==> src/rtl/rgr_cal_pkg.sv <==
package rgr_cal_pkg;
  typedef enum logic [2:0] {
    ST_IDLE, ST_ARM, ST_CONV, ST_PREP, ST_DIV, ST_NEXT
  } cal_state_e;

  localparam logic [1:0] PS_LOW   = 2'd0;
  localparam logic [1:0] PS_AUXH  = 2'd1;
  localparam logic [1:0] PS_MAINH = 2'd2;
endpackage

==> src/rtl/rgr_divider.sv <==
module rgr_divider #(
  parameter int NUM_W = 12,
  parameter int DEN_W = 12,
  parameter int FRAC  = 12,
  parameter int Q_W   = 16
) (
  input  logic             clk,
  input  logic             rst_n,
  input  logic             start,
  input  logic [NUM_W-1:0] num,
  input  logic [DEN_W-1:0] den,
  output logic             done,
  output logic [Q_W-1:0]   quo
);
  localparam int DIVD_W = NUM_W + FRAC;
  localparam int CNT_W  = $clog2(DIVD_W);

  logic              run_q, run_d, done_q, done_d;
  logic [CNT_W-1:0]  cnt_q, cnt_d;
  logic [DIVD_W-1:0] sh_q, sh_d;
  logic [DEN_W-1:0]  rem_q, rem_d, den_q, den_d;
  logic [DEN_W:0]    rem_sh, rem_sub;
  logic              ge;

  assign rem_sh  = {rem_q, sh_q[DIVD_W-1]};
  assign rem_sub = rem_sh - {1'b0, den_q};
  assign ge      = (rem_sh >= {1'b0, den_q});

  always_comb begin
    run_d  = run_q;
    cnt_d  = cnt_q;
    sh_d   = sh_q;
    rem_d  = rem_q;
    den_d  = den_q;
    done_d = 1'b0;
    if (start) begin
      run_d = 1'b1;
      cnt_d = '0;
      sh_d  = {num, {FRAC{1'b0}}};
      rem_d = '0;
      den_d = den;
    end else if (run_q) begin
      sh_d  = {sh_q[DIVD_W-2:0], ge};
      rem_d = ge ? rem_sub[DEN_W-1:0] : rem_sh[DEN_W-1:0];
      if (cnt_q == CNT_W'(DIVD_W-1)) begin
        run_d  = 1'b0;
        done_d = 1'b1;
      end else begin
        cnt_d = cnt_q + 1'b1;
      end
    end
  end

  always_ff @(posedge clk or negedge rst_n) begin
    if (!rst_n) begin
      run_q  <= 1'b0;
      done_q <= 1'b0;
      cnt_q  <= '0;
      sh_q   <= '0;
      rem_q  <= '0;
      den_q  <= '0;
    end else begin
      run_q  <= run_d;
      done_q <= done_d;
      cnt_q  <= cnt_d;
      sh_q   <= sh_d;
      rem_q  <= rem_d;
      den_q  <= den_d;
    end
  end

  assign done = done_q;
  assign quo  = (|sh_q[DIVD_W-1:Q_W]) ? {Q_W{1'b1}} : sh_q[Q_W-1:0];
endmodule

==> src/rtl/rgr_corrector.sv <==
module rgr_corrector #(
  parameter int CODE_W = 12,
  parameter int BETA_W = 16,
  parameter int FRAC   = 12,
  parameter int N_AUX  = 3,
  parameter int RS_W   = 2,
  parameter int OUT_W  = CODE_W + BETA_W - FRAC
) (
  input  logic                    clk,
  input  logic                    rst_n,
  input  logic                    in_vld,
  input  logic [RS_W-1:0]         in_ramp,
  input  logic [CODE_W-1:0]       in_code,
  input  logic [N_AUX*BETA_W-1:0] beta_flat,
  output logic                    out_vld,
  output logic [OUT_W-1:0]        out_code
);
  localparam int PROD_W = CODE_W + BETA_W;

  logic [BETA_W-1:0] sel_beta;
  logic              use_aux;
  logic [PROD_W-1:0] prod;
  logic [OUT_W-1:0]  corr, code_q;
  logic              vld_q;

  always_comb begin
    sel_beta = '0;
    use_aux  = 1'b0;
    for (int j = 0; j < N_AUX; j++) begin
      if (in_ramp == RS_W'(j + 1)) begin
        sel_beta = beta_flat[j*BETA_W +: BETA_W];
        use_aux  = 1'b1;
      end
    end
    prod = PROD_W'(in_code) * PROD_W'(sel_beta);
    corr = use_aux ? prod[PROD_W-1:FRAC] : OUT_W'(in_code);
  end

  always_ff @(posedge clk or negedge rst_n) begin
    if (!rst_n) begin
      vld_q  <= 1'b0;
      code_q <= '0;
    end else begin
      vld_q <= in_vld;
      if (in_vld) code_q <= corr;
    end
  end

  assign out_vld  = vld_q;
  assign out_code = code_q;
endmodule

==> src/rtl/rgr_cal_seq.sv <==
module rgr_cal_seq
  import rgr_cal_pkg::*;
#(
  parameter int CODE_W = 12,
  parameter int BETA_W = 16,
  parameter int FRAC   = 12,
  parameter int N_AUX  = 3,
  localparam int RS_W  = $clog2(N_AUX + 1),
  localparam int OUT_W = CODE_W + BETA_W - FRAC
) (
  input  logic                    clk,
  input  logic                    rst_n,
  input  logic                    cal_start,
  output logic                    cal_busy,
  output logic                    conv_req,
  output logic [1:0]              preset_sel,
  output logic [RS_W-1:0]         force_ramp,
  input  logic                    conv_done,
  input  logic [CODE_W-1:0]       conv_code,
  output logic [N_AUX*BETA_W-1:0] beta_flat,
  output logic [N_AUX-1:0]        beta_ok,
  input  logic                    in_vld,
  input  logic [RS_W-1:0]         in_ramp,
  input  logic [CODE_W-1:0]       in_code,
  output logic                    out_vld,
  output logic [OUT_W-1:0]        out_code
);
  localparam logic [BETA_W-1:0] BETA_ONE = BETA_W'(1) << FRAC;

  cal_state_e        st_q, st_d;
  logic [1:0]        step_q, step_d;
  logic [RS_W-1:0]   kidx_q, kidx_d;
  logic [CODE_W-1:0] cap_q [4];
  logic              cap_we;
  logic [BETA_W-1:0] beta_q [N_AUX];
  logic [N_AUX-1:0]  ok_q;
  logic              beta_we, ok_wval;
  logic [BETA_W-1:0] beta_wval;
  logic [CODE_W:0]   num_diff, den_diff;
  logic              ratio_bad, div_start, div_done;
  logic [BETA_W-1:0] div_quo;

  // capture slots: 0 main-low, 1 aux-low, 2 aux-high, 3 main-high
  assign num_diff  = {1'b0, cap_q[3]} - {1'b0, cap_q[0]};
  assign den_diff  = {1'b0, cap_q[2]} - {1'b0, cap_q[1]};
  assign ratio_bad = num_diff[CODE_W] | den_diff[CODE_W] | (den_diff == '0);

  rgr_divider #(
    .NUM_W(CODE_W), .DEN_W(CODE_W), .FRAC(FRAC), .Q_W(BETA_W)
  ) u_div (
    .clk   (clk),
    .rst_n (rst_n),
    .start (div_start),
    .num   (num_diff[CODE_W-1:0]),
    .den   (den_diff[CODE_W-1:0]),
    .done  (div_done),
    .quo   (div_quo)
  );

  always_comb begin
    st_d      = st_q;
    step_d    = step_q;
    kidx_d    = kidx_q;
    cap_we    = 1'b0;
    div_start = 1'b0;
    beta_we   = 1'b0;
    beta_wval = BETA_ONE;
    ok_wval   = 1'b0;
    case (st_q)
      ST_IDLE: if (cal_start) begin
        st_d   = ST_ARM;
        step_d = '0;
        kidx_d = '0;
      end
      ST_ARM:  st_d = ST_CONV;
      ST_CONV: if (conv_done) begin
        cap_we = 1'b1;
        if (step_q == 2'd3) st_d = ST_PREP;
        else begin
          step_d = step_q + 1'b1;
          st_d   = ST_ARM;
        end
      end
      ST_PREP: if (ratio_bad) begin
        beta_we = 1'b1;
        st_d    = ST_NEXT;
      end else begin
        div_start = 1'b1;
        st_d      = ST_DIV;
      end
      ST_DIV: if (div_done) begin
        beta_we   = 1'b1;
        beta_wval = div_quo;
        ok_wval   = 1'b1;
        st_d      = ST_NEXT;
      end
      ST_NEXT: if (kidx_q == RS_W'(N_AUX - 1)) st_d = ST_IDLE;
      else begin
        kidx_d = kidx_q + 1'b1;
        step_d = '0;
        st_d   = ST_ARM;
      end
      default: st_d = ST_IDLE;
    endcase
  end

  always_ff @(posedge clk or negedge rst_n) begin
    if (!rst_n) begin
      st_q   <= ST_IDLE;
      step_q <= '0;
      kidx_q <= '0;
      ok_q   <= '0;
      for (int i = 0; i < 4; i++) cap_q[i] <= '0;
      for (int j = 0; j < N_AUX; j++) beta_q[j] <= BETA_ONE;
    end else begin
      st_q   <= st_d;
      step_q <= step_d;
      kidx_q <= kidx_d;
      if (cap_we) cap_q[step_q] <= conv_code;
      if (beta_we) begin
        beta_q[kidx_q] <= beta_wval;
        ok_q[kidx_q]   <= ok_wval;
      end
    end
  end

  assign cal_busy   = (st_q != ST_IDLE);
  assign conv_req   = (st_q == ST_CONV);
  assign preset_sel = (step_q == 2'd2) ? PS_AUXH :
                      (step_q == 2'd3) ? PS_MAINH : PS_LOW;
  assign force_ramp = (step_q == 2'd1 || step_q == 2'd2) ? RS_W'(kidx_q + 1'b1) : '0;
  assign beta_ok    = ok_q;

  for (genvar g = 0; g < N_AUX; g++) begin : g_beta
    assign beta_flat[g*BETA_W +: BETA_W] = beta_q[g];
  end

  rgr_corrector #(
    .CODE_W(CODE_W), .BETA_W(BETA_W), .FRAC(FRAC), .N_AUX(N_AUX), .RS_W(RS_W), .OUT_W(OUT_W)
  ) u_corr (
    .clk       (clk),
    .rst_n     (rst_n),
    .in_vld    (in_vld),
    .in_ramp   (in_ramp),
    .in_code   (in_code),
    .beta_flat (beta_flat),
    .out_vld   (out_vld),
    .out_code  (out_code)
  );
endmodule

==> config.mk <==
export PLATFORM = sky130hd
export DESIGN_NAME = rgr_cal_seq
export DESIGN_NICKNAME = d
export VERILOG_FILES = /design/src/rtl/rgr_cal_pkg.sv /design/src/rtl/rgr_divider.sv /design/src/rtl/rgr_corrector.sv /design/src/rtl/rgr_cal_seq.sv
export SDC_FILE = /design/constraint.sdc
export NUM_CORES = 1
export LEC_CHECK = 0
export ABC_AREA = 1
export BUFFER_PORTS_ARGS = -buffer_cell sky130_fd_sc_hd__buf_2
export CORE_ASPECT_RATIO = 0.7
export CORE_MARGIN = 3
export CORE_UTILIZATION = 50
export CTS_CLUSTER_SIZE = 24
export DETAILED_ROUTE_END_ITERATION = 16
export GPL_TIMING_DRIVEN = 0
export PLACE_DENSITY = 0.7
export SYNTH_ARGS = -nofsm -noshare
export SYNTH_HDL_FRONTEND = slang
export SYNTH_HIERARCHICAL = 1
export SYNTH_SLANG_ARGS = --single-unit
export TNS_END_PERCENT = 1
==> constraint.sdc <==
create_clock -name clk -period 5.4 [get_ports clk]
set_input_delay 0.81 -clock clk [delete_from_list [all_inputs] [get_ports clk]]
set_output_delay 0.81 -clock clk [all_outputs]
set_load 0.02 [all_outputs]
Word level (Yosys, flattened, before mapping)
Cells that the tools add are included.

operators by class
  add/subtract/negate cells = 6
  $mul = 1
  divide/modulo/power cells = 0
  $lt $le $gt $ge = 7
  equality and inequality tests = 19
  shifts and indexed selects = 0
  muxes and demuxes = 58
  bitwise gates (word level) = 4
  reduce and logical (&&, ||, !) cells = 15

operator list
  operator                                             number
  two-way mux 16 bit                                   8
  bitwise mux 48 bit                                   2
  two-way mux 12 bit                                   4
  two-way mux 24 bit                                   2
  demux 16 bit (select 2 bit)                          1
  multiplier 12 x 16 -> 28 bit                         1
  subtractor 12 x 12 -> 13 bit                         2
  demux 12 bit (select 2 bit)                          1
  two-way mux 1 bit                                    19
  two-way mux 2 bit                                    9
  one-hot mux 3 bit (6 select lines)                   1
  two-way mux 5 bit                                    3
  >= comparator 13 x 12 -> 1 bit                       1
  zero test 13 bit                                     1
  subtractor 12 bit                                    1
  == test 2 bit (second input constant)                5
  two-way mux 3 bit                                    3
  != test 2 bit (second input constant)                4
  OR reduction 8 bit                                   1
  == test 3 x 2 -> 1 bit (second input constant)       2
  == test 3 bit (second input constant)                2
  >= comparator 3 bit (second input constant)          2
  < comparator 3 x 1 -> 1 bit (second input constant)  2
  inverter 2 -> 3 bit                                  2
  22 further kinds                                     31

storage, ports and cells
  register bits after elaboration = 178
  bits in latches = 0
  RAM bits = 0
  bits in read-only memories = 0
  input port bits = 31
  word-level logic and storage cells = 129
  memories kept = 0

Logic depth before layout (Yosys ltp)
Gate-level depths: netlist (run 1).

  depth in word-level cells = 7
  gate-level depth with buffers = 31
  mapped depth without buffers = 29

Modules after synthesis
Netlist (run 1), hierarchy kept.

modules (own cells, without submodules)
  module         times used  cells an instance  area an instance (sq um)
  rgr_corrector  1           963                7100.6
  rgr_cal_seq    1           746                5704.2
  rgr_divider    1           423                3205.6

Worst setup path after synthesis (run 1)
Ideal clock, no wire load.

  path kind = input-to-reg
  from = input in_ramp[1]
  to = register u_corr.code_q[5], in the netlist u_corr/out_code[5]
  library setup time = 123 ps
  arrival = 5634 ps
  setup slack = -357 ps
  stages = 25
  buffers on the path = 2
  cells stage by stage = buf_4 > nand2_2 > clkbuf_1 > or2_2 > nand3_1 > clkinv_1 > nand2_1 > fa_1 > fa_1 > inv_1 > fa_1 > fa_1 > inv_1 > fa_1 > inv_1 > ha_1 > a21oi_1 > o21ai_0 > a21oi_1 > nand2_1 > nand2_1 > nand2_1 > xor2_1 > o21ai_0 > nand2_1

between the ends
  longest elaborated chain between the ends = 6
  elaborated cells between the ends (all ways) = 11

RTL lines
  what                             RTL line             RTL
  start, declared                  rgr_cal_seq.sv:23    input logic [RS_W-1:0] in_ramp,
  == test 2 x 1 -> 1 bit           rgr_corrector.sv:30  if (in_ramp == RS_W'(j + 1)) begin
  two-way mux 16 bit (3 in a row)  rgr_corrector.sv:30
  multiplier 12 x 16 -> 28 bit     rgr_corrector.sv:35  prod = PROD_W'(in_code) * PROD_W'(sel_beta);
  two-way mux 16 bit *             rgr_corrector.sv:36  corr = use_aux ? prod[PROD_W-1:FRAC] : OUT_W'(in_code);
  end signal, assigned             rgr_corrector.sv:45  if (in_vld) code_q <= corr;
  end, declared                    rgr_corrector.sv:23  logic [OUT_W-1:0] corr, code_q;

Mark *: on every way between the ends. The rest lies on a longest branch, timed or not.
A chain may end at the register's enable or synchronous reset.

Final worst setup path (run 1)
  from = input in_ramp[1]
  to = register u_corr.code_q[9], in the netlist u_corr/out_code[9]

The elaborated chain is that of the path after synthesis.

==> impl_results.rst, run 1 <==
.. list-table::
   :header-rows: 1

   * - Metric
     - Value
   * - Outcome
     - finished, violations left
   * - Violations in the final reports
     - negative setup slack
   * - Count of final setup violators
     - 1
   * - Number of buffers created by CTS
     - 17
   * - Routing usage on met3
     - 7.066%
   * - Slack of the worst reg-to-reg path
     - 180 ps
   * - Proportion of synthesized chip area in sequential cells
     - 27.84%
   * - Worst Setup Start Kind
     - primary input
   * - Post-synth cell types
     - 46
   * - Flops & latches, synth
     - 178
   * - Buffer type at the clock tree root
     - clkbuf_16
   * - Max-capacitance violation count
     - 0
   * - Worst-case headroom to the max-slew limit
     - 38.05%
   * - Sinks on Clock Net
     - between 150 and 200
   * - Die boundary height
     - 155.7 um
   * - Peak supply drop
     - ~0.22 mV
   * - Setup clock skew after layout
     - about 15 ps
   * - Count of buffers inserted at the top-level ports
     - 98
   * - Global-route track usage on met2
     - 38.35%
   * - Switch share
     - 49.21%
   * - Via count of the first global-routing pass
     - 13782
   * - Number of cell rows
     - 54
   * - GRT overflow
     - 0
   * - Area of the core
     - 31350 um2
   * - Final Hold Violating Endpoints
     - 0
   * - FMAX
     - 183.9 MHz
   * - Worst path setup slack after routing
     - -37.96 ps
   * - Synth area leader
     - dfrtp_1
   * - Post-synth net total
     - 2412
   * - Gate Count Post-Synth
     - 2132
   * - Remaining DRCs
     - 0
   * - Fraction of power consumed by the clock network
     - 15.3%
   * - Worst reg2reg startpoint
     - beta_flat[45]
   * - Req. time, crit path
     - 5770 ps
   * - Endpoint type of the worst setup path
     - register
   * - Wire length of the first global-routing pass
     - 72880 um
   * - Area added between synthesis and finish
     - 16.77%
   * - Tightest Hold Check Type
     - in2async
   * - Main area contributors after synthesis
     - dfrtp_1, fa_1, nand2_1, inv_1, ha_1
   * - Syn avg cell area
     - between 7 and 8 um2
   * - Critical path type
     - in2reg
   * - Sum of net half-perimeters after detailed placement
     - 35260 um
   * - Worst Reg-to-Reg Cells
     - 22
   * - Global routing's busiest layer
     - met1
   * - Final core area utilization
     - ~60%
   * - Met1 Usage GRT
     - a little over two fifths
   * - Top-level I/O count
     - 105
   * - Detailed Route Iter0 Violations
     - 1184
   * - Number of hold buffers added after cts
     - 0
   * - GRT Resource Usage Total
     - 27.01%
   * - Max Slew Vio Count
     - 0
   * - Iteration count of the initial detailed-routing pass
     - 5
   * - Average wire per standard cell
     - 16.42 um
   * - Areal power density over the cells
     - 447.3 nW/um2
   * - Most used cells in the layout excluding fill and tap cells
     - nand2_1, inv_1, dfrtp_1
   * - Yosys Warn Count
     - 6
   * - Total wire length
     - ~45000 um
   * - Combinational share of power
     - 62.4%
   * - Slew of the pin with the lowest slew margin
     - 925.9 ps
   * - Post-route fraction of the period consumed by the critical path
     - 100.7%
   * - TritonCTS clock tree
     - built
   * - Relative contribution of sequential cells to total power
     - roughly 22%
   * - Gp weighted congestion
     - 0.9239
   * - Maximum number of pins on one net before global-route repair
     - 100
   * - CTS H-tree depth
     - 4
   * - Setup repair after global routing missed its margin
     - true
   * - End of the worst register-to-register path
     - u_corr/out_code[7]
   * - N_diodes
     - 0
   * - Worst-path maximum fanout
     - 10
   * - Starting density of the core
     - 51.07%
   * - Layout Nets
     - 2561
   * - Net switching power of the design
     - 0.004115 W
   * - Number of antenna violations at the first check in global routing
     - 0
   * - Share of layout cells above drive strength 1
     - 16.26%
   * - Worst-path clk slew
     - 80 ps
   * - Number of vias after detailed routing
     - 14311
   * - Int Power
     - 0.004248 W
   * - Most common library cell in the layout ignoring fill and taps
     - nand2_1
   * - Post-DR vias/cell
     - 5.273
   * - Arrival time at the worst endpoint
     - 5810 ps
   * - Worst-skew pair later-pin latency
     - 450 ps
   * - Floorplan die width
     - 219.9 um
   * - Final period demand of the worst path
     - 5438 ps
   * - Post-detailed-route count of antenna-violating nets
     - 0
   * - Maximum buffer depth of the clock tree
     - 2
   * - Die area
     - about 34000 um2
   * - Post-route worst hold slack
     - 309.3 ps
   * - Leakage
     - 10.05 nW
   * - Summed instance area of the synthesized netlist
     - 16010 um2
   * - Post-synth top area share
     - around 27%
-- critical path, stage by stage --
cell and delay, ps:
buf_12 120, clkbuf_8 160, or2_4 260, nand3_4 140
inv_6 50, buf_4 130, nand2_1 70, fa_2 460
fa_2 540, inv_1 60, fa_2 590, fa_1 460
fa_2 600, ha_4 230, nand2_2 90, nor2_1 70
a21oi_1 180, nand2_2 110, buf_4 140, a21oi_1 140
xnor2_1 160, nor2_1 60, o21ai_1 140
-- layout make-up --
cell class                 instances  area, um2
multi-input combinational       1511      10410
timing repair buffer             131      802.0
clock buffer                      18      439.2
sequential                       178       4458
buffer                            56      385.4
inverter                         386       1514
tap                              420      525.5
clock inverter                    14      162.7
fill                            2816      12650
-- worst max path at each step --
stage | cells past startpoint | slack (ps) | startpoint | endpoint
6_report | 23 | -40 | in_ramp[1] | u_corr/out_code[9]
3_5_place_dp | 24 | -1130 | in_ramp[0] | u_corr/out_code[5]
2_1_floorplan | 25 | -20 | in_ramp[1] | u_corr/out_code[14]
5_1_grt | 25 | -180 | in_ramp[1] | u_corr/out_code[15]
3_3_place_gp | 24 | -1090 | in_ramp[0] | u_corr/out_code[5]
4_1_cts | 26 | 3 | in_ramp[1] | u_corr/out_code[15]
-- synthesized netlist by cell type (all sizes together) --
cell / instances
o21bai: 4
nand4: 25
nand3: 90
nor4: 2
a31oi: 6
o211ai: 1
dfrtp: 175
clkbuf: 43
a211oi: 1
o21a: 1
xnor2: 8
inv: 377
o21ai: 103
dfstp: 3
fa: 142
nor2: 150
xor2: 14
nand2: 720
o22ai: 12
o2111ai: 1
a21oi: 67
or2: 22
ha: 107
buf: 14
clkinv: 9
nand3b: 6
o221ai: 12
nor3: 11
and2: 3
a21o: 3
-- sequential cells by signal, indices dropped and copies added, names as in the netlist, 2 cells and up --
register,count
kidx_q,2
cap_q,48
u_div/sh_q,24
u_corr/out_code,16
step_q,2
u_div/den_q,12
beta_ok,3
u_div/rem_q,12
beta_flat,48
u_div/cnt_q,5
st_q,3
-- cell families after synthesis --
logic type	synth area share, %
compound gates	7.245
xor+xnor	1.204
fa+ha+maj	26.12
buf+inv	10.96
flops	27.84
simple gates	26.63
-- timing repair --
item,in CTS,in global routing
resized for setup,58,75
pin swaps,36,52
setup buffers,21,10
endpoints found under the setup margin,16,16
cloned,1,0
-- per-stage QoR --
stage / instance area (um2) / instances / TNS [ps] / total power (W) / worst slack, ps
global route: 18700 / 2714 / -1621 / 0.009126 / -180.5
global placement: 17360 / 2650 / -14140 / 0.006574 / -1089
floorplan: 16350 / 2132 / -54.33 / 0.005457 / -15.61
detailed placement: 17400 / 2651 / -15260 / 0.006688 / -1129
CTS: 18390 / 2704 / 0 / 0.008123 / 2.927
finish: 18700 / 2714 / -37.96 / 0.008363 / -37.96
-- routing by layer --
layer	vias to the layer above	wire (um)
li1	6847	-
met1	6861	21600
met2	561	18240
met3	42	4169
met4	0	548
met5	-	0
-- power by group through the flow --
stage	Combinational [W]	Sequential [W]	Clock, W
2_1_floorplan	0.00354	0.00192	0
5_1_grt	0.00586	0.00191	0.00136
3_5_place_dp	0.00480	0.00189	0
6_report	0.00522	0.00187	0.00128
3_3_place_gp	0.00470	0.00188	0
4_1_cts	0.00496	0.00186	0.00130
Note: power is estimated with default switching activity, not from simulation.
==> run 2, diff against run 1 <==
- SYNTH_HIERARCHICAL: 1 -> not set
==> impl_results.rst, run 2 <==
.. list-table::
   :header-rows: 1

   * - Metric
     - Value
   * - Outcome
     - finished, violations left
   * - Violations in the final reports
     - negative setup slack
   * - Setup clock skew after layout
     - 11.38 ps
   * - Setup repair after global routing missed its margin
     - true
   * - Count of buffers inserted at the top-level ports
     - a little under 100
   * - Met1 Usage GRT
     - 44.39%
   * - Detailed Route Iter0 Violations
     - 1440
   * - GRT Resource Usage Total
     - 27.89%
   * - Critical path type
     - in2reg
   * - Top post-synthesis cells by count
     - nand2_1, inv_1, dfrtp_1, fa_1, o21ai_0
   * - Worst-path maximum fanout
     - 5
   * - Area of the core
     - 30500 um2
   * - Number of flops mapped to enable cells by yosys
     - 0
   * - Post-synth top area share
     - 27.87%
   * - Via count of the first global-routing pass
     - around 14000
   * - Most common library cell in the layout ignoring fill and taps
     - nand2_1
   * - Syn avg cell area
     - about 7.6 um2
   * - Critical-path cell with the highest stage delay
     - fa_1
   * - Sum of net half-perimeters after detailed placement
     - 36220 um
   * - Max-capacitance violation count
     - 0
   * - Switch share
     - 48.58%
   * - Yosys Warn Count
     - 0
   * - N_diodes
     - 0
   * - Prevailing post-synth register cell
     - dfrtp_1
   * - Synth area leader
     - dfrtp_1
   * - Average wire per standard cell
     - 17.33 um
   * - CTS H-tree depth
     - 4
   * - GRT overflow
     - 0
   * - Tightest Hold Check Type
     - in2async
   * - Worst path setup slack after routing
     - -173.8 ps
   * - Number of cell rows
     - 53
   * - Starting density of the core
     - 51.51%
   * - Gate Count Post-Synth
     - 2069
   * - Number of vias after detailed routing
     - 14131
   * - Int Power
     - around 0.0043 W
   * - Global-route track usage on met2
     - 36.79%
   * - Sinks on Clock Net
     - between 150 and 200
   * - Post-DR vias/cell
     - 5.345
   * - Post-detailed-route count of antenna-violating nets
     - 0
   * - Die area
     - 33620 um2
   * - Storage element area
     - 4458 um2
   * - Top-level I/O count
     - 105
   * - Maximum number of pins on one net before global-route repair
     - 100
   * - Number of buffers created by CTS
     - 17
   * - Maximum buffer depth of the clock tree
     - 2
   * - Post-route fraction of the period consumed by the critical path
     - 103.2%
   * - Non-filler cells in the finished layout
     - 2644
   * - Worst-skew pair later-pin latency
     - 450 ps
   * - Peak supply drop
     - 0.2614 mV
   * - Fraction of power consumed by the clock network
     - 15.4%
   * - Iteration count of the initial detailed-routing pass
     - 8
   * - Proportion of synthesized chip area in sequential cells
     - 28.37%
   * - Sum Neg Setup Slack
     - -1752 ps
   * - Routing usage on met3
     - 8.877%
   * - Flops & latches, synth
     - around 180
   * - Post-synth cell types
     - 43
   * - Main area contributors after synthesis
     - dfrtp_1, fa_1, nand2_1, inv_1, ha_1
   * - Req. time, crit path
     - 5730 ps
   * - Footprint of the multi-input gates
     - between 10000 and 15000 um2
   * - FFs w/ async S/R, synth
     - 100.0%
   * - Net switching power of the design
     - around 0.004 W
   * - Endpoint type of the worst setup path
     - register
   * - Max Slew Vio Count
     - 0
   * - Leakage
     - 9.825 nW
   * - Relative contribution of sequential cells to total power
     - 23.0%
   * - Most instantiated library cell after synthesis
     - nand2_1
   * - Area added between synthesis and finish
     - 16.89%
   * - Worst Setup Start Kind
     - primary input
   * - Post-synth net total
     - between 2000 and 2500
   * - Die boundary height
     - between 150 and 200 um
   * - TritonCTS clock tree
     - built
   * - Number of antenna violations at the first check in global routing
     - 0
   * - Worst-case headroom to the max-slew limit
     - 38.44%
   * - Global routing's busiest layer
     - met1
   * - Count of final setup violators
     - 13
   * - Share of layout cells above drive strength 1
     - between 10% and 20%
   * - Final period demand of the worst path
     - 5574 ps
   * - # placed instances
     - 2580
   * - Number of hold buffers added after cts
     - 0
   * - FILL cells
     - 2735
   * - Worst-path clk slew
     - around 70 ps
   * - Wire length of the first global-routing pass
     - 73490 um
   * - Slew of the pin with the lowest slew margin
     - 919.9 ps
   * - Floorplan die width
     - around 220 um
   * - Most used cells in the layout excluding fill and tap cells
     - nand2_1, inv_1, dfrtp_1
   * - Buffer type at the clock tree root
     - clkbuf_16
   * - Largest stage delay, worst path
     - 550 ps
   * - Summed instance area of the synthesized netlist
     - 15710 um2
   * - Setup WS pre-CTS
     - -1112 ps
   * - Final Hold Violating Endpoints
     - 0
   * - Combinational share of power
     - 61.6%
   * - FMAX
     - 179.4 MHz
   * - Areal power density over the cells
     - 456.5 nW/um2
   * - Gp weighted congestion
     - 0.9714
   * - Final instance area
     - 18370 um2
   * - Arrival time at the worst endpoint
     - 5900 ps
   * - Total wire length
     - 45810 um
   * - Layout Nets
     - 2498
   * - Remaining DRCs
     - 0
   * - Area post-placement
     - 17000 um2
## run 2: critical path: cells and delay by family
| family | cells | cell delay [ps] |
|---|---|---|
| adders and majority gates | 6 | 2760 |
| AOI/OAI and AO/OA | 3 | 680 |
| and+or+nand+nor | 10 | 840 |
| buffers and inverters | 10 | 780 |
## run 2: what timing repair did
action | in CTS | in global routing
gates resized for setup | 84 | 48
setup buffers | 27 | 5
cloned | 1 | 0
pin swaps | 47 | 34
endpoints found under the setup margin | 16 | 16
## run 2: path summary, 6_finish.rpt
path,startpoint,to,slack [ps],cells after the start
setup / recovery,in_ramp[1],u_corr.out_code[5],-170,29
hold / removal,rst_n,u_div.rem_q[6],360,1
setup reg to reg,beta_flat[1],u_corr.out_code[5],40,25
hold reg to reg,u_corr.out_code[9],u_corr.out_code[9],480,2
max in group asynchronous,rst_n,cap_q[37],4140,2
min in group clk,u_corr.out_code[9],u_corr.out_code[9],480,2
## run 2: kinds of logic (layout without fill, tap and decap cells)
logic type                 after synthesis  in the layout  synth area share (%)
adders and majority gates              248            248                 26.53
DFF                                    178            178                 28.37
and+or+nand+nor                        934            934                 24.40
AOI/OAI and AO/OA                      248            248                 8.528
xor gates and xnor gates                24             24                 1.338
buffers and inverters                  437            600                 10.83
## run 2: power groups by stage
stage,registers [W],clock network [W],logic (W)
finish,0.00193,0.00129,0.00517
global route,0.00197,0.00137,0.00577
CTS,0.00192,0.00130,0.00494
detailed placement,0.00194,0,0.00468
global placement,0.00193,0,0.00460
floorplan,0.00195,0,0.00337
## run 2: final cells by class
type                            count  area share, %
Multi-Input combinational cell   1454          55.18
Sequential cell                   178          24.27
Inverter                          384          8.263
Timing Repair Buffer              132          4.489
Tap cell                          412          2.807
Clock buffer                       23          2.657
Buffer                             52          1.689
Clock inverter                      9         0.6471
## run 2: per-layer routing
metal  vias to the layer above  part of all wire (%)
li1                       6689                     -
met3                        51                    11
met5                         -                     0
met2                       610                    39
met1                      6781                    49
met4                         0                   1.4
## run 2: stage by stage
step	utilization, %	total power [W]	hold slack, ps
5_1_grt	60.21	0.009108	395.3
2_1_floorplan	-	0.005316	453.0
4_1_cts	59.42	0.008165	370.3
3_5_place_dp	55.72	0.006616	463.3
6_report	60.21	0.008385	357.5
3_3_place_gp	55.60	0.006522	461.6
==> run 3, diff against run 2 <==
- PLACE_DENSITY: 0.7 -> not set
- PLACE_DENSITY_LB_ADDON: not set -> 0.15
==> impl_results.rst, run 3 (synthesized netlist as in run 2, its figures left out) <==
.. list-table::
   :header-rows: 1

   * - Metric
     - Value
   * - Outcome
     - finished, violations left
   * - Violations in the final reports
     - negative setup slack
   * - Storage element area
     - 4458 um2
   * - Worst Setup Start Kind
     - primary input
   * - Top-level I/O count
     - 105
   * - Worst path setup slack after routing
     - -205.8 ps
   * - Number of antenna violations at the first check in global routing
     - 0
   * - Remaining DRCs
     - 0
   * - Leakage
     - 9.932 nW
   * - FMAX
     - 178.4 MHz
   * - Worst-path maximum fanout
     - 5
   * - Layout Nets
     - about 2500
   * - Number of hold buffers added after cts
     - 0
   * - Wire length of the first global-routing pass
     - ~74000 um
   * - # placed instances
     - 2580
   * - Switch share
     - between 40% and 50%
   * - Peak supply drop
     - about 0.26 mV
   * - Number of vias after detailed routing
     - 14115
   * - Worst-skew pair later-pin latency
     - 450 ps
   * - Net switching power of the design
     - between 0.004 and 0.005 W
   * - Worst Reg-to-Reg Cells
     - 21
   * - Count of final setup violators
     - 14
   * - Die area
     - around 34000 um2
   * - Gp weighted congestion
     - 0.9415
   * - Maximum buffer depth of the clock tree
     - 2
   * - Final period demand of the worst path
     - 5606 ps
   * - Max-capacitance violation count
     - 0
   * - Detailed Route Iter0 Violations
     - 1276
   * - Setup clock skew after layout
     - ~12 ps
   * - Tightest Hold Check Type
     - in2async
   * - Number of buffers created by CTS
     - 17
   * - Areal power density over the cells
     - 455.7 nW/um2
   * - Slew of the pin with the lowest slew margin
     - 886.5 ps
   * - Post-route fraction of the period consumed by the critical path
     - 103.8%
   * - Footprint of the multi-input gates
     - 10160 um2
   * - Endpoint type of the worst setup path
     - register
   * - Die boundary height
     - 154.3 um
   * - Sum of net half-perimeters after detailed placement
     - between 30000 and 40000 um
   * - Floorplan die width
     - 217.9 um
   * - Post-DR vias/cell
     - ~5.3
   * - Non-filler cells in the finished layout
     - 2656
   * - Int Power
     - approximately 0.0043 W
   * - Share of layout cells above drive strength 1
     - 16.76%
   * - Req. time, crit path
     - 5780 ps
   * - Iteration count of the initial detailed-routing pass
     - 5
   * - Setup repair after global routing missed its margin
     - true
   * - Sum Neg Setup Slack
     - -1778 ps
   * - Worst setup path startpoint
     - in_ramp[1]
   * - Worst-case headroom to the max-slew limit
     - roughly two fifths
   * - Via count of the first global-routing pass
     - 13442
   * - Buffer type at the clock tree root
     - clkbuf_16
   * - Total wire length
     - roughly 46000 um
   * - Fraction of power consumed by the clock network
     - 14.6%
   * - Average wire per standard cell
     - around 17 um
   * - Combinational share of power
     - 62.5%
   * - Area of the core
     - 30500 um2
   * - Starting density of the core
     - a little over 50%
   * - TritonCTS clock tree
     - built
   * - Final Hold Violating Endpoints
     - 0
   * - Most used cells in the layout excluding fill and tap cells
     - nand2_1, inv_1, dfrtp_1
   * - FILL cells
     - 2842
   * - GRT Resource Usage Total
     - 28.21%
   * - Critical path type
     - in2reg
   * - Max Slew Vio Count
     - 0
   * - Post-detailed-route count of antenna-violating nets
     - 0
   * - N_diodes
     - 0
   * - Sinks on Clock Net
     - approximately 180
   * - Relative contribution of sequential cells to total power
     - between 20 and 25%
   * - Arrival time at the worst endpoint
     - 5990 ps
   * - Worst-path clk slew
     - approximately 60 ps
   * - Maximum number of pins on one net before global-route repair
     - 97
   * - Worst reg2reg startpoint
     - beta_flat[1]
   * - CTS H-tree depth
     - 4
   * - Most common library cell in the layout ignoring fill and taps
     - nand2_1
   * - Count of buffers inserted at the top-level ports
     - 98
   * - GRT overflow
     - 0
   * - Area added between synthesis and finish
     - 17.76%
   * - Number of cell rows
     - 53
-- run 3: cell types whose count changed in the layout (fill, tap and decap cells not counted), moves of 2 or more --
cell	change
nand2_4	+8
inv_2	+3
inv_1	-4
nand2_1	-8
clkinv_4	+2
ha_1	+2
xor2_1	-2
buf_4	+11
ha_4	-2
nand3_2	+2
xor2_2	+2
inv_8	+3
nand3_4	-2
-- run 3: final cells by class --
| class | count | area share, % |
|---|---|---|
| Buffer | 52 | 1.771 |
| Clock buffer | 20 | 2.468 |
| Clock inverter | 12 | 0.6694 |
| Inverter | 384 | 8.310 |
| Multi-Input combinational cell | 1454 | 54.92 |
| Sequential cell | 178 | 24.09 |
| Tap cell | 412 | 2.786 |
| Timing Repair Buffer | 144 | 4.983 |
-- run 3: power by group through the flow --
stage / Sequential, W / Clock [W] / Combinational, W
floorplan: 0.00195 / 0 / 0.00337
global placement: 0.00193 / 0 / 0.00462
detailed placement: 0.00194 / 0 / 0.00469
CTS: 0.00192 / 0.00125 / 0.00506
global route: 0.00198 / 0.00131 / 0.00586
finish: 0.00193 / 0.00123 / 0.00527
-- run 3: repair_timing --
action	in CTS	in global routing
buffers inserted	39	4
resized for setup	124	34
setup endpoints to repair	16	16
gates cloned	2	0
pin swaps	85	42
-- run 3: stage by stage --
stage	hold slack (ps)	worst slack (ps)	instance area [um2]	total power (W)	util, %
floorplan	453.0	-16.16	15950	0.005316	-
global placement	455.4	-1174	16960	0.006553	55.60
detailed placement	461.1	-1170	17000	0.006631	55.72
CTS	375.4	-118.4	18350	0.008236	60.16
global route	401.7	-325.2	18510	0.009149	60.66
finish	361.1	-205.8	18510	0.008432	60.66
-- run 3: worst max-delay path, stage by stage --
cell and delay, ps:
buf_12 110, inv_8 30, nor2_4 150, buf_6 150, a221o_1 180, nand2_4 110, inv_6 100, nand2_2 60
fa_2 560, inv_1 50, fa_1 590, fa_1 470, fa_1 520, inv_2 60, fa_1 510, inv_2 50
ha_4 320, nand2_4 80, nor3_4 210, nand2_1 110, nand2_2 110, nand2_1 70, nand2_2 90, xor2_1 250
o21ai_1 120, nand2_1 90
-- run 3: per-layer routing --
| metal | routed length, um | track usage [%] | up-vias |
|---|---|---|---|
| met2 | 17200 | 35.74 | 594 |
| met1 | 22830 | 46.30 | 6768 |
| met5 | 0 | 0 | - |
| met3 | 5414 | 9.034 | 42 |
| li1 | - | - | 6711 |
| met4 | 540 | 4.935 | 0 |
-- run 3: path summary, 6_finish.rpt --
check,to,slack [ps]
hold reg to reg,u_corr.out_code[3],480
max in group asynchronous,cap_q[15],4120
setup / recovery,u_corr.out_code[6],-210
min in group clk,u_corr.out_code[3],480
setup reg to reg,u_corr.out_code[6],0
hold / removal,u_div.rem_q[6],360
